$ cat config.mk
export PLATFORM = sky130hd
export DESIGN_NAME = brc_unit
export DESIGN_NICKNAME = d
export VERILOG_FILES = /design/src/rtl/brc_pkg.sv /design/src/rtl/brc_decode.sv /design/src/rtl/brc_ctr_test.sv /design/src/rtl/brc_cr_test.sv /design/src/rtl/brc_target.sv /design/src/rtl/brc_unit.sv
export SDC_FILE = /design/constraint.sdc
export NUM_CORES = 1
export LEC_CHECK = 0
export BUFFER_PORTS_ARGS = -buffer_cell sky130_fd_sc_hd__buf_2
export CORE_MARGIN = 2
export CORE_UTILIZATION = 52
export CTS_CLUSTER_SIZE = 28
export DETAILED_ROUTE_END_ITERATION = 8
export HOLD_SLACK_MARGIN = 0.1
export PLACE_DENSITY = 0.83
export SYNTH_ARGS = -nofsm -noshare
export SYNTH_HDL_FRONTEND = slang
export SYNTH_SLANG_ARGS = --single-unit
$ cat constraint.sdc
create_clock -name clk -period 5.25 [get_ports clk]
set_clock_uncertainty 0.05 [all_clocks]
set_input_delay 0.7875 -clock clk [delete_from_list [all_inputs] [get_ports clk]]
set_output_delay 0.7875 -clock clk [all_outputs]
set_load 0.01 [all_outputs]
$ cat src/rtl/brc_pkg.sv
package brc_pkg;

    localparam int XLEN   = 32;
    localparam int OPC_W  = 6;
    localparam int OPT_W  = 5;
    localparam int IDX_W  = 5;
    localparam int LDSP_W = 24;
    localparam int SDSP_W = 14;
    localparam int ALIGN  = 2;

    localparam int OPC_LSB  = XLEN - OPC_W;
    localparam int OPT_LSB  = OPC_LSB - OPT_W;
    localparam int IDX_LSB  = OPT_LSB - IDX_W;
    localparam int DSP_LSB  = ALIGN;
    localparam int ABS_BIT  = 1;

    localparam int OPT_NO_CTR   = 2;
    localparam int OPT_CTR_ZERO = 1;
    localparam int OPT_NO_CR    = 4;
    localparam int OPT_CR_WANT  = 3;

    localparam logic [OPC_W-1:0] OPC_COND_IMM = 6'd16;
    localparam logic [OPC_W-1:0] OPC_UNCOND   = 6'd18;
    localparam logic [OPC_W-1:0] OPC_COND_REG = 6'd19;

    localparam logic [XLEN-1:0] INSN_BYTES = XLEN'(4);

    typedef enum logic [1:0] {
        KIND_NONE,
        KIND_UNCOND,
        KIND_COND_IMM,
        KIND_COND_REG
    } br_kind_e;

    typedef struct packed {
        br_kind_e         kind;
        logic             absolute;
        logic [OPT_W-1:0] opt;
        logic [IDX_W-1:0] idx;
        logic [XLEN-1:0]  disp;
    } br_dec_t;

    typedef struct packed {
        logic            taken;
        logic [XLEN-1:0] next_pc;
        logic            cnt_we;
        logic [XLEN-1:0] cnt_val;
    } br_res_t;

    function automatic logic [XLEN-1:0] ext_long(input logic [LDSP_W-1:0] f);
        return {{(XLEN-LDSP_W-ALIGN){f[LDSP_W-1]}}, f, {ALIGN{1'b0}}};
    endfunction

    function automatic logic [XLEN-1:0] ext_short(input logic [SDSP_W-1:0] f);
        return {{(XLEN-SDSP_W-ALIGN){f[SDSP_W-1]}}, f, {ALIGN{1'b0}}};
    endfunction

endpackage

$ cat src/rtl/brc_decode.sv
module brc_decode
    import brc_pkg::*;
(
    input  logic [XLEN-1:0] instr,
    output br_dec_t         dec
);
    logic [OPC_W-1:0] opc;

    always_comb begin
        opc          = instr[XLEN-1:OPC_LSB];
        dec.kind     = KIND_NONE;
        dec.absolute = instr[ABS_BIT];
        dec.opt      = instr[OPC_LSB-1:OPT_LSB];
        dec.idx      = instr[OPT_LSB-1:IDX_LSB];
        dec.disp     = ext_short(instr[DSP_LSB+SDSP_W-1:DSP_LSB]);
        case (opc)
            OPC_UNCOND: begin
                dec.kind = KIND_UNCOND;
                dec.disp = ext_long(instr[DSP_LSB+LDSP_W-1:DSP_LSB]);
            end
            OPC_COND_IMM: dec.kind = KIND_COND_IMM;
            OPC_COND_REG: dec.kind = KIND_COND_REG;
            default:      dec.kind = KIND_NONE;
        endcase
    end
endmodule

$ cat src/rtl/brc_ctr_test.sv
module brc_ctr_test
    import brc_pkg::*;
#(
    parameter int W = XLEN
) (
    input  logic             enable,
    input  logic [OPT_W-1:0] opt,
    input  logic [W-1:0]     cnt_in,
    output logic             pass,
    output logic             we,
    output logic [W-1:0]     cnt_out
);
    logic [W-1:0] dec_val;
    logic         at_zero;

    always_comb begin
        dec_val = cnt_in - W'(1);
        at_zero = (dec_val == '0);
        if (!enable || opt[OPT_NO_CTR]) begin
            pass    = 1'b1;
            we      = 1'b0;
            cnt_out = cnt_in;
        end else begin
            we      = 1'b1;
            cnt_out = dec_val;
            pass    = at_zero ? opt[OPT_CTR_ZERO] : !opt[OPT_CTR_ZERO];
        end
    end
endmodule

$ cat src/rtl/brc_cr_test.sv
module brc_cr_test
    import brc_pkg::*;
#(
    parameter int W = XLEN
) (
    input  logic [OPT_W-1:0] opt,
    input  logic [IDX_W-1:0] idx,
    input  logic [W-1:0]     cr,
    output logic             pass
);
    localparam logic [IDX_W-1:0] TOP = IDX_W'(W - 1);

    logic [IDX_W-1:0] pos;
    logic             bit_val;

    always_comb begin
        pos     = TOP - idx;
        bit_val = cr[pos];
        pass    = opt[OPT_NO_CR] ? 1'b1 : (bit_val == opt[OPT_CR_WANT]);
    end
endmodule

$ cat src/rtl/brc_target.sv
module brc_target
    import brc_pkg::*;
(
    input  br_dec_t         dec,
    input  logic [XLEN-1:0] pc,
    input  logic [XLEN-1:0] reg_tgt,
    output logic [XLEN-1:0] dest,
    output logic [XLEN-1:0] seq_pc
);
    logic [XLEN-1:0] imm_dest;

    always_comb begin
        seq_pc   = pc + INSN_BYTES;
        imm_dest = dec.absolute ? dec.disp : (pc + dec.disp);
        case (dec.kind)
            KIND_COND_REG: dest = {reg_tgt[XLEN-1:ALIGN], {ALIGN{1'b0}}};
            KIND_UNCOND,
            KIND_COND_IMM: dest = imm_dest;
            default:       dest = seq_pc;
        endcase
    end
endmodule

$ cat src/rtl/brc_unit.sv
module brc_unit
    import brc_pkg::*;
(
    input  logic            clk,
    input  logic            rst,
    input  logic            in_valid,
    input  logic [31:0]     instr,
    input  logic [31:0]     pc,
    input  logic [31:0]     cond_reg,
    input  logic [31:0]     count_reg,
    input  logic [31:0]     target_reg,
    output logic            out_valid,
    output logic            taken,
    output logic [31:0]     next_pc,
    output logic            count_we,
    output logic [31:0]     count_next
);
    br_dec_t         dec;
    br_res_t         res;
    br_res_t         res_q;
    logic            is_cond;
    logic            ctr_pass;
    logic            cr_pass;
    logic            ctr_we;
    logic [XLEN-1:0] ctr_val;
    logic [XLEN-1:0] dest;
    logic [XLEN-1:0] seq_pc;
    logic            valid_q;

    brc_decode u_dec (
        .instr (instr),
        .dec   (dec)
    );

    assign is_cond = (dec.kind == KIND_COND_IMM) || (dec.kind == KIND_COND_REG);

    brc_ctr_test #(.W(XLEN)) u_ctr (
        .enable  (is_cond),
        .opt     (dec.opt),
        .cnt_in  (count_reg),
        .pass    (ctr_pass),
        .we      (ctr_we),
        .cnt_out (ctr_val)
    );

    brc_cr_test #(.W(XLEN)) u_cr (
        .opt  (dec.opt),
        .idx  (dec.idx),
        .cr   (cond_reg),
        .pass (cr_pass)
    );

    brc_target u_tgt (
        .dec     (dec),
        .pc      (pc),
        .reg_tgt (target_reg),
        .dest    (dest),
        .seq_pc  (seq_pc)
    );

    always_comb begin
        res.cnt_we  = ctr_we;
        res.cnt_val = ctr_val;
        case (dec.kind)
            KIND_UNCOND:   res.taken = 1'b1;
            KIND_COND_IMM,
            KIND_COND_REG: res.taken = ctr_pass && cr_pass;
            default:       res.taken = 1'b0;
        endcase
        res.next_pc = res.taken ? dest : seq_pc;
    end

    always_ff @(posedge clk) begin
        if (rst) begin
            valid_q <= 1'b0;
            res_q   <= '0;
        end else begin
            valid_q <= in_valid;
            if (in_valid) begin
                res_q <= res;
            end
        end
    end

    assign out_valid  = valid_q;
    assign taken      = res_q.taken;
    assign next_pc    = res_q.next_pc;
    assign count_we   = res_q.cnt_we;
    assign count_next = res_q.cnt_val;
endmodule

== After elaboration in Yosys (flattened, before gate mapping) ==
Index checks and enable logic that the tools add are counted.
Cells by class
  mux-type cells: 13
  shift operators: 0
  equal/unequal tests: 7
  div/mod/pow operators: 0
  multipliers: 0
  bitwise gates (word level): 0
  order comparisons: 1
  reductions and logical operators: 8
  add/sub/neg operators: 4
Operators by type and width (count)
  $mux 32: 4
  $pmux 32 s2: 1
  $add 32x3->32 const B: 1
  $add 32x32->32: 1
  $logic_not 32->1: 1
  $sub 32x1->32 const B: 1
  $eq 6x5->1 const B: 3
  $lt 5x6->1 const B: 1
  $pmux 2 s3: 1
  $bmux 1 s5: 1
  $mux 1: 5
  $sub 5x5->5 const A: 1
  $eq 2x2->1 const B: 2
  $reduce_or 2->1: 2
  $eq 2x1->1 const B: 1
  $logic_not 1->1: 2
  $logic_or 1x1->1: 2
  $pmux 1 s2: 1
  $eq 1x1->1: 1
  $logic_and 1x1->1: 1
Storage, ports and cells
  bits in read-only memories: 0
  memories: 0
  bits in latches: 0
  bits in registers: 67
  logic and storage cells: 38
  bits in writable memories: 0
  input port bits: 163
  output and inout port bits: 67

== Logic depth before layout (Yosys ltp) ==
Gate-level depths: netlist of run 1.
  depth in word-level cells: 10
  mapped depth: 17
  depth with buffers taken out: 16

== Cells and area by module ==
Synthesis of run 1 repeated with hierarchy kept, for this count alone.
Second synthesis, totals
  cell total of the unflattened synthesis: 1049
  area, all modules: 8400.6 µm²
By module, submodules not included
  brc_unit: instances 1, area each 3570.9 µm², sequential area each 1341.3 µm², cells an instance 331
  brc_target: instances 1, area each 2991.6 µm², sequential area each 0.0 µm², cells an instance 450
  brc_ctr_test: instances 1, area each 1057.3 µm², sequential area each 0.0 µm², cells an instance 161
  brc_decode: instances 1, area each 432.9 µm², sequential area each 0.0 µm², cells an instance 63
  brc_cr_test: instances 1, area each 347.8 µm², sequential area each 0.0 µm², cells an instance 44

== Worst setup path after synthesis of run 1 ==
OpenSTA, ideal clock, no wires.
  kind: input port to flip-flop
  start point: in instr[29]
  end point: reg res_q, in the netlist next_pc[25]
  path buffers: 1
  setup time: 0.119 ns
  setup slack: 0.842 ns
  stages on the path: 17
  arrival time: 4.239 ns
  data required time: 5.081 ns
  cell sequence: nor4b_1 > nand2_1 > or2_2 > and2_1 > clkbuf_1 > a21o_1 > ha_1 > a21oi_1 > inv_1 > a21oi_1 > or3b_2 > o31ai_1 > o21ai_0 > xor2_1 > o21ai_0 > and3_1 > o21ai_1
Between the ends
  cells in the longest elaborated chain, start to end: 10
  elaborated cells between the ends (all ways): 20
  those cells by class: add/sub: 1; eq/ne: 6; mux: 7; reduce/logical: 6
Ends and longest elaborated chain
  from (decl): RTL line brc_unit.sv:7  | input logic [31:0] instr,
  branches (longest 9 deep; another with $add 32x32->32)
  $mux 32 *: RTL line brc_unit.sv:70  | res.next_pc = res.taken ? dest : seq_pc;
  to (signal assigned): RTL line brc_unit.sv:80  | res_q <= res;
  to (decl): RTL line brc_unit.sv:20  | br_res_t res_q;
Mark *: on every way between the ends.
A chain may end at the register's enable or synchronous reset.

== Worst setup path after layout of run 1 ==
  start point: in instr[29]
  end point: reg res_q, in the netlist next_pc[29]
The elaborated chain is that of the path after synthesis.

==> results of run 1 <==
-- flip-flops by register name, indices dropped and copies added (netlist names) --
register    count
count_next     32
taken           1
out_valid       1
next_pc        32
count_we        1
-- cells by family after synthesis --
logic type,Yosys count,synth area share (%)
and+or+nand+nor,326,25.07
DFF,67,20.13
AOI/OAI and AO/OA,245,24.99
adders and majority gates,36,6.872
buffers and inverters,66,4.393
xor gates and xnor gates,93,12.22
muxes,34,6.327
-- power by group through the flow --
| stage | sequential, mW | combinational (mW) | clock (mW) |
|---|---|---|---|
| after floorplan | 0.584 | 0.317 | 0 |
| after global placement | 0.568 | 0.516 | 0 |
| after detailed placement | 0.569 | 0.522 | 0 |
| after CTS | 0.559 | 0.525 | 0.570 |
| after global routing | 0.563 | 0.586 | 0.594 |
| final | 0.559 | 0.530 | 0.562 |
-- tightest hold or removal path: cells and delay by family, from the launching register on --
family,cells,cell delay (ns)
AND/OR/NAND/NOR,1,0.05
AO/OA/AOI/OAI,1,0.05
flip-flops,1,0.30
-- through the flow --
step | util, % | hold slack (ns) | cells | power, mW | worst slack [ns]
4_1_cts | 64.74 | 0.3972 | 1241 | 1.655 | 0.7017
6_report | 64.74 | 0.3979 | 1241 | 1.651 | 0.6820
5_1_grt | 64.74 | 0.4338 | 1241 | 1.743 | 0.3783
3_3_place_gp | 62.51 | 0.3821 | 1226 | 1.084 | 0.3983
3_5_place_dp | 62.51 | 0.3899 | 1226 | 1.091 | 0.3696
2_1_floorplan | - | 0.4194 | 867 | 0.9005 | 0.8415
-- metal layers --
metal,vias to the layer above,track usage (%),share of wire (%)
li1,3587,-,-
met1,3315,36.75,43
met2,271,49.50,46
met3,54,7.209,7.3
met4,0,12.31,3.5
met5,-,0,0
-- final timing paths --
path                                startpoint              to  slack (ns)  cells after the start
worst min-delay path               next_pc[25]     next_pc[25]        0.40                      2
worst min register to register     next_pc[25]     next_pc[25]        0.40                      2
worst max register to register  count_next[12]  count_next[12]        4.43                      2
worst max-delay path                 instr[29]     next_pc[29]        0.68                     18
-- cell usage in the layout (no fill, tap or decap), types with 16 or more instances in the layout --
| master | instances |
|---|---|
| ha_1 | 35 |
| inv_1 | 17 |
| xor2_1 | 42 |
| xnor2_1 | 51 |
| a21o_1 | 27 |
| o21ai_0 | 50 |
| mux2i_1 | 23 |
| nand3_1 | 19 |
| nor3_1 | 16 |
| a211oi_1 | 32 |
| a21oi_1 | 42 |
| nor2_1 | 89 |
| nand2_1 | 84 |
| dfxtp_1 | 67 |
| buf_2 | 226 |
-- final cells by class --
| class | count | area, µm² | share of cell area [%] |
|---|---|---|---|
| Clock buffer | 13 | 270.3 | 3.322 |
| Timing Repair Buffer | 236 | 1206 | 14.82 |
| Inverter | 17 | 63.81 | 0.7843 |
| Clock inverter | 2 | 10.01 | 0.1230 |
| Sequential cell | 67 | 1341 | 16.48 |
| Tap cell | 172 | 215.2 | 2.645 |
| Multi-Input combinational cell | 734 | 5030 | 61.82 |
==> key figures, run 1 <==
Yosys
  – Post-synth EDFFs: 0
  – Largest cells by area after synthesis: dfxtp_1 20%, xnor2_1 6.7%, ha_1 6.6%
  – Syn avg cell area: just under 8 µm²
  – Yosys reg bits: 67
  – Sequential share of the synthesized area: between 20% and 30%
  – Most common cell in the synthesized netlist: nor2_1
  – Yosys top cell by area: dfxtp_1
  – Post-synthesis cell type count: 74
  – Async S/R FF share, synth: 0%
  – Post-synthesis cell area: 6664 µm²
  – Synth cell count leaders: 89 x nor2_1, 84 x nand2_1, 67 x dfxtp_1
  – Synth Warn #: 0
  – Main synth FF type: dfxtp_1
  – Synth Net Count: about 1100
  – Cells after synthesis: a little under 900
  – Post-synth top area share: roughly a fifth

Critical path
  – Worst-path fanout max: 10
  – Worst path required time: between 5 and 6 ns
  – Cell with the most instances on the worst path: a21oi_1
  – Setup Crit Path Kind: input port to flop
  – Crit path max-delay family: simple AND/OR/NAND/NOR gates
  – Slowest stage delay, CP: 0.46 ns
  – Buf/Inv on CP: 3
  – CP arrival: 4.78 ns
  – Setup crit end kind: flop
  – CP Launch Type: input port
  – Worst-path cell chain: buf_2 -> nor4b_1 -> nand2_1 -> or2_2 -> and2_1 -> a21o_1 -> ha_1 -> a21oi_1 -> inv_1 -> a21oi_1 -> or3b_2 -> o31ai_1 -> buf_4 -> nor2_1 -> nor4bb_1 -> o31ai_1 -> a21oi_1 -> o21ai_1
  – Slowest-stage cell, CP: or3b_2

Global routing
  – Initial antenna violation count: 0
  – Total global routing track utilization: 29.72%
  – Global route overflow: 0
  – Largest net degree at the start of global routing: between 50 and 60
  – First-pass GRT wire length: between 30 and 40 mm
  – Vias in the first global route: 6738

Floorplan
  – Chip Height: 117.2 µm
  – Die footprint: roughly 14000 µm²
  – Die width: between 100 and 150 µm
  – Core Area: between 10000 and 15000 µm²
  – Row count: just over 40
  – I/O pin count: 230
  – Starting Density: roughly 53%

Clock network
  – CTS tree: done
  – CTS buffer count: 9
  – Worst-path clk slew: roughly 0.05 ns
  – H-tree Lvls: 3
  – Clk root buf: clkbuf_16
  – Worst-Skew Late Latency: around 0.32 ns
  – Post-CTS sizing: 0
  – Sink Count: 67
  – Setup bufs post-CTS: 0
  – CTS max path bufs: 2
  – CTS Hold Bufs: 0

Drt
  – Antenna-violating nets left: 0
  – WL per Instance: about 17 µm
  – First drt pass iteration count: 5
  – DR iter-0 viols: 502
  – Remaining routing DRC violations: 0
  – Drt total wl: between 20 and 25 mm
  – Vias post-DR: 7227
  – Drt via density: approximately 5.8

Placed design
  – Placer Congestion: 0.9392
  – Area of placed instances: between 7000 and 8000 µm²
  – IO buf count: roughly 230
  – Placed wire-length estimate: between 15 and 20 mm

Cells and area
  – Fraction of layout cells with a size suffix above 1: 26.57%
  – Cell area after layout: between 8000 and 9000 µm²
  – Layout area overhead: 22.10%
  – Inserted Diodes: 0
  – Layout net count: between 1000 and 1500
  – Layout fillers: between 1000 and 1500

Timing
  – Final setup violation count: 0
  – Worst Tran Pin Value: ~0.7 ns
  – Setup tns final: 0 ns
  – Fmax: roughly 0.22 GHz
  – RSZ-0062 raised after global routing: false
  – Max Slew Vio Count: 0
  – Final Cycle Share: slightly below 90%
  – Slew margin rel.: 53.23%
  – Minimum clock period: between 4 and 5 ns
  – Final Hold Fails: 0

Power
  – Sequential fraction of design power: between 30% and 40%
  – Sw Ratio: between 30% and 40%
  – NetSw: 0.5219 mW
  – Worst VDD drop: roughly 0.18 mV
  – Pwr/cell area: approximately 200 nW/µm²
  – Int Pwr: 1.129 mW
  – Comb power frac: 32.1%
  – Clock Power Share: approximately a third
  – Leak: 3.528 nW

Hold path
  – Hold WC Path Type: flop to flop

Job
  – Number of max-cap violations: 0

Status
  – Status: finished clean
Power figures use the tool's default switching activity.
==> run 2: changes to the inputs <==
--- a/config.mk
+++ b/config.mk
@@ -5,9 +5,10 @@
 export SDC_FILE = /design/constraint.sdc
 export NUM_CORES = 1
 export LEC_CHECK = 0
+export ABC_AREA = 1
 export BUFFER_PORTS_ARGS = -buffer_cell sky130_fd_sc_hd__buf_2
 export CORE_MARGIN = 2
-export CORE_UTILIZATION = 52
+export CORE_UTILIZATION = 54
 export CTS_CLUSTER_SIZE = 28
 export DETAILED_ROUTE_END_ITERATION = 8
 export HOLD_SLACK_MARGIN = 0.1
==> key figures, run 2 <==
Status
  – Status: finished clean

Timing
  – Fmax: 0.2327 GHz
  – Slew margin rel.: 24.93%
  – Final setup violation count: 0
  – Final Cycle Share: 81.84%
  – Final Hold Fails: 0
  – Worst Slack Setup Final: about 0.95 ns
  – Worst Tran Pin Value: 1.126 ns
  – Setup tns final: 0 ns
  – Minimum clock period: between 4 and 5 ns
  – Max Slew Vio Count: 0
  – RSZ-0062 raised after global routing: false

Clock network
  – CTS max path bufs: 2
  – Clk root buf: clkbuf_16
  – CTS buffer count: 9
  – H-tree Lvls: 3
  – Post-CTS sizing: 0
  – Setup bufs post-CTS: 0
  – Sink Count: 67
  – CTS tree: done
  – CTS Hold Bufs: 0
  – Worst-Skew Late Latency: 0.34 ns
  – Worst-path clk slew: roughly 0.05 ns

Hold path
  – Hold WC Path Type: flop to flop

Global routing
  – Total global routing track utilization: between 30% and 40%
  – Largest net degree at the start of global routing: 53
  – Vias in the first global route: approximately 9600
  – First-pass GRT wire length: approximately 49 mm
  – Initial antenna violation count: 0
  – Global route overflow: 0

Critical path
  – CP Launch Type: input port
  – Worst path required time: about 5.5 ns
  – Slowest-stage cell, CP: ha_1
  – Worst-path fanout max: 35
  – R2R setup slack: 4.38 ns
  – Setup crit end kind: flop
  – Slowest stage delay, CP: between 0.5 and 0.6 ns
  – CP arrival: around 4.5 ns
  – Cell with the most instances on the worst path: nand2_1
  – Setup Crit Path Kind: input port to flop

Yosys
  – Post-synth EDFFs: 0
  – Cells after synthesis: approximately 1500
  – Largest cells by area after synthesis: nand2_1 23%, dfxtp_1 17%, nor2_1 10%
  – Post-synthesis cell area: approximately 8000 µm²
  – Async S/R FF share, synth: 0%
  – Yosys top cell by area: nand2_1
  – Yosys reg bits: 67
  – Synth Warn #: 0
  – Sequential share of the synthesized area: between 10% and 20%
  – Syn avg cell area: ~5.5 µm²
  – Synth cell count leaders: 485 x nand2_1, 219 x nor2_1, 133 x inv_1
  – Post-synthesis cell type count: 44
  – Post-synth top area share: 22.68%
  – Main synth FF type: dfxtp_1
  – Most common cell in the synthesized netlist: nand2_1
  – Synth Net Count: ~1700

Drt
  – Drt total wl: about 30 mm
  – First drt pass iteration count: 8
  – Remaining routing DRC violations: 0
  – Antenna-violating nets left: 0
  – Vias post-DR: between 10000 and 15000
  – Drt via density: around 5.7
  – WL per Instance: 16.67 µm
  – DR iter-0 viols: 1155

Cells and area
  – Fraction of layout cells with a size suffix above 1: 16.65%
  – Inserted Diodes: 0
  – Layout area overhead: 18.35%
  – Layout net count: around 1900
  – Most frequent cells in the layout: 485 x nand2_1, 226 x buf_2, 219 x nor2_1
  – Final core occ: around 65%
  – Commonest non-fill, non-tap cell in the layout: nand2_1
  – Layout fillers: between 1000 and 1500

Floorplan
  – Die footprint: 15850 µm²
  – Core Area: around 15000 µm²
  – Chip Height: between 100 and 150 µm
  – Starting Density: a little under three fifths
  – Die width: approximately 130 µm
  – I/O pin count: 230
  – Row count: 44

Power
  – Pwr/cell area: 189.6 nW/µm²
  – Worst VDD drop: around 0.15 mV
  – Leak: about 5 nW

Placed design
  – Pre-CTS WS: a little over 0.7 ns
  – Placed wire-length estimate: ~25 mm
  – IO buf count: 226
  – Placer Congestion: 1.020

Job
  – Number of max-cap violations: 0
-- run 2: cell types whose count changed in the layout (fill, tap and decap cells not counted), sizes merged, moves of 20 or more --
cell and change:
nand2 +405, nor2 +139, inv +121, nand3 +91, o21ai +55, a21oi +42, xnor2 -37, a211oi -29
mux2i -23, a21o -20
-- run 2: routing by layer --
metal / vias up / track usage [%] / part of all wire (%)
met5: - / 0 / 0
met4: 0 / 18.75 / 5.4
met3: 90 / 5.650 / 8.3
met2: 556 / 63.95 / 46
met1: 4760 / 47.70 / 40
li1: 5170 / - / -
-- run 2: layout make-up --
| type | instances | area (µm²) | share of cell area [%] |
|---|---|---|---|
| clock inverters | 2 | 35.03 | 0.3689 |
| multi-input cells | 1210 | 5936 | 62.50 |
| clock buffers | 14 | 254.0 | 2.674 |
| flip-flops and latches | 67 | 1341 | 14.12 |
| inverters | 138 | 518.0 | 5.454 |
| well taps | 184 | 230.2 | 2.424 |
| repair buffers | 233 | 1184 | 12.46 |
-- run 2: power by group --
part / leakage (nW) / switching (mW) / total, mW / internal [mW]
Combinational: 4.27 / 0.412 / 0.635 / 0.223
Clock: 0.141 / 0.227 / 0.608 / 0.381
Sequential: 0.554 / 0.0172 / 0.558 / 0.540
-- run 2: worst paths after layout --
kind	cells after the start	endpoint	start
worst max-delay path	25	next_pc[28]	instr[30]
worst min-delay path	2	next_pc[22]	next_pc[22]
worst min register to register	2	next_pc[22]	next_pc[22]
worst max register to register	2	count_next[14]	count_next[14]
-- run 2: logic make-up after synthesis --
family	count (synthesis)	synth area share [%]
and+or+nand+nor	882	45.88
AOI/OAI and AO/OA	253	18.12
buffers and inverters	189	9.323
DFF	67	16.71
xor gates and xnor gates	39	4.256
adders and majority gates	36	5.706
-- run 2: per-stage QoR --
stage	hold slack, ns	cells	cell area, µm²	total power, mW
finish	0.4097	1848	9498	1.801
global route	0.4296	1848	9498	1.902
CTS	0.4117	1848	9498	1.790
detailed placement	0.4040	1832	9209	1.187
global placement	0.4007	1832	9209	1.181
floorplan	0.4400	1466	8025	0.9524
-- run 2: worst max-delay path, delay by kind of cell --
kind / cells / cell delay (ns)
AND/OR/NAND/NOR: 17 / 1.82
adder cells (fa/ha/maj): 1 / 0.52
AO/OA/AOI/OAI: 3 / 0.55
buffers and inverters: 4 / 0.81
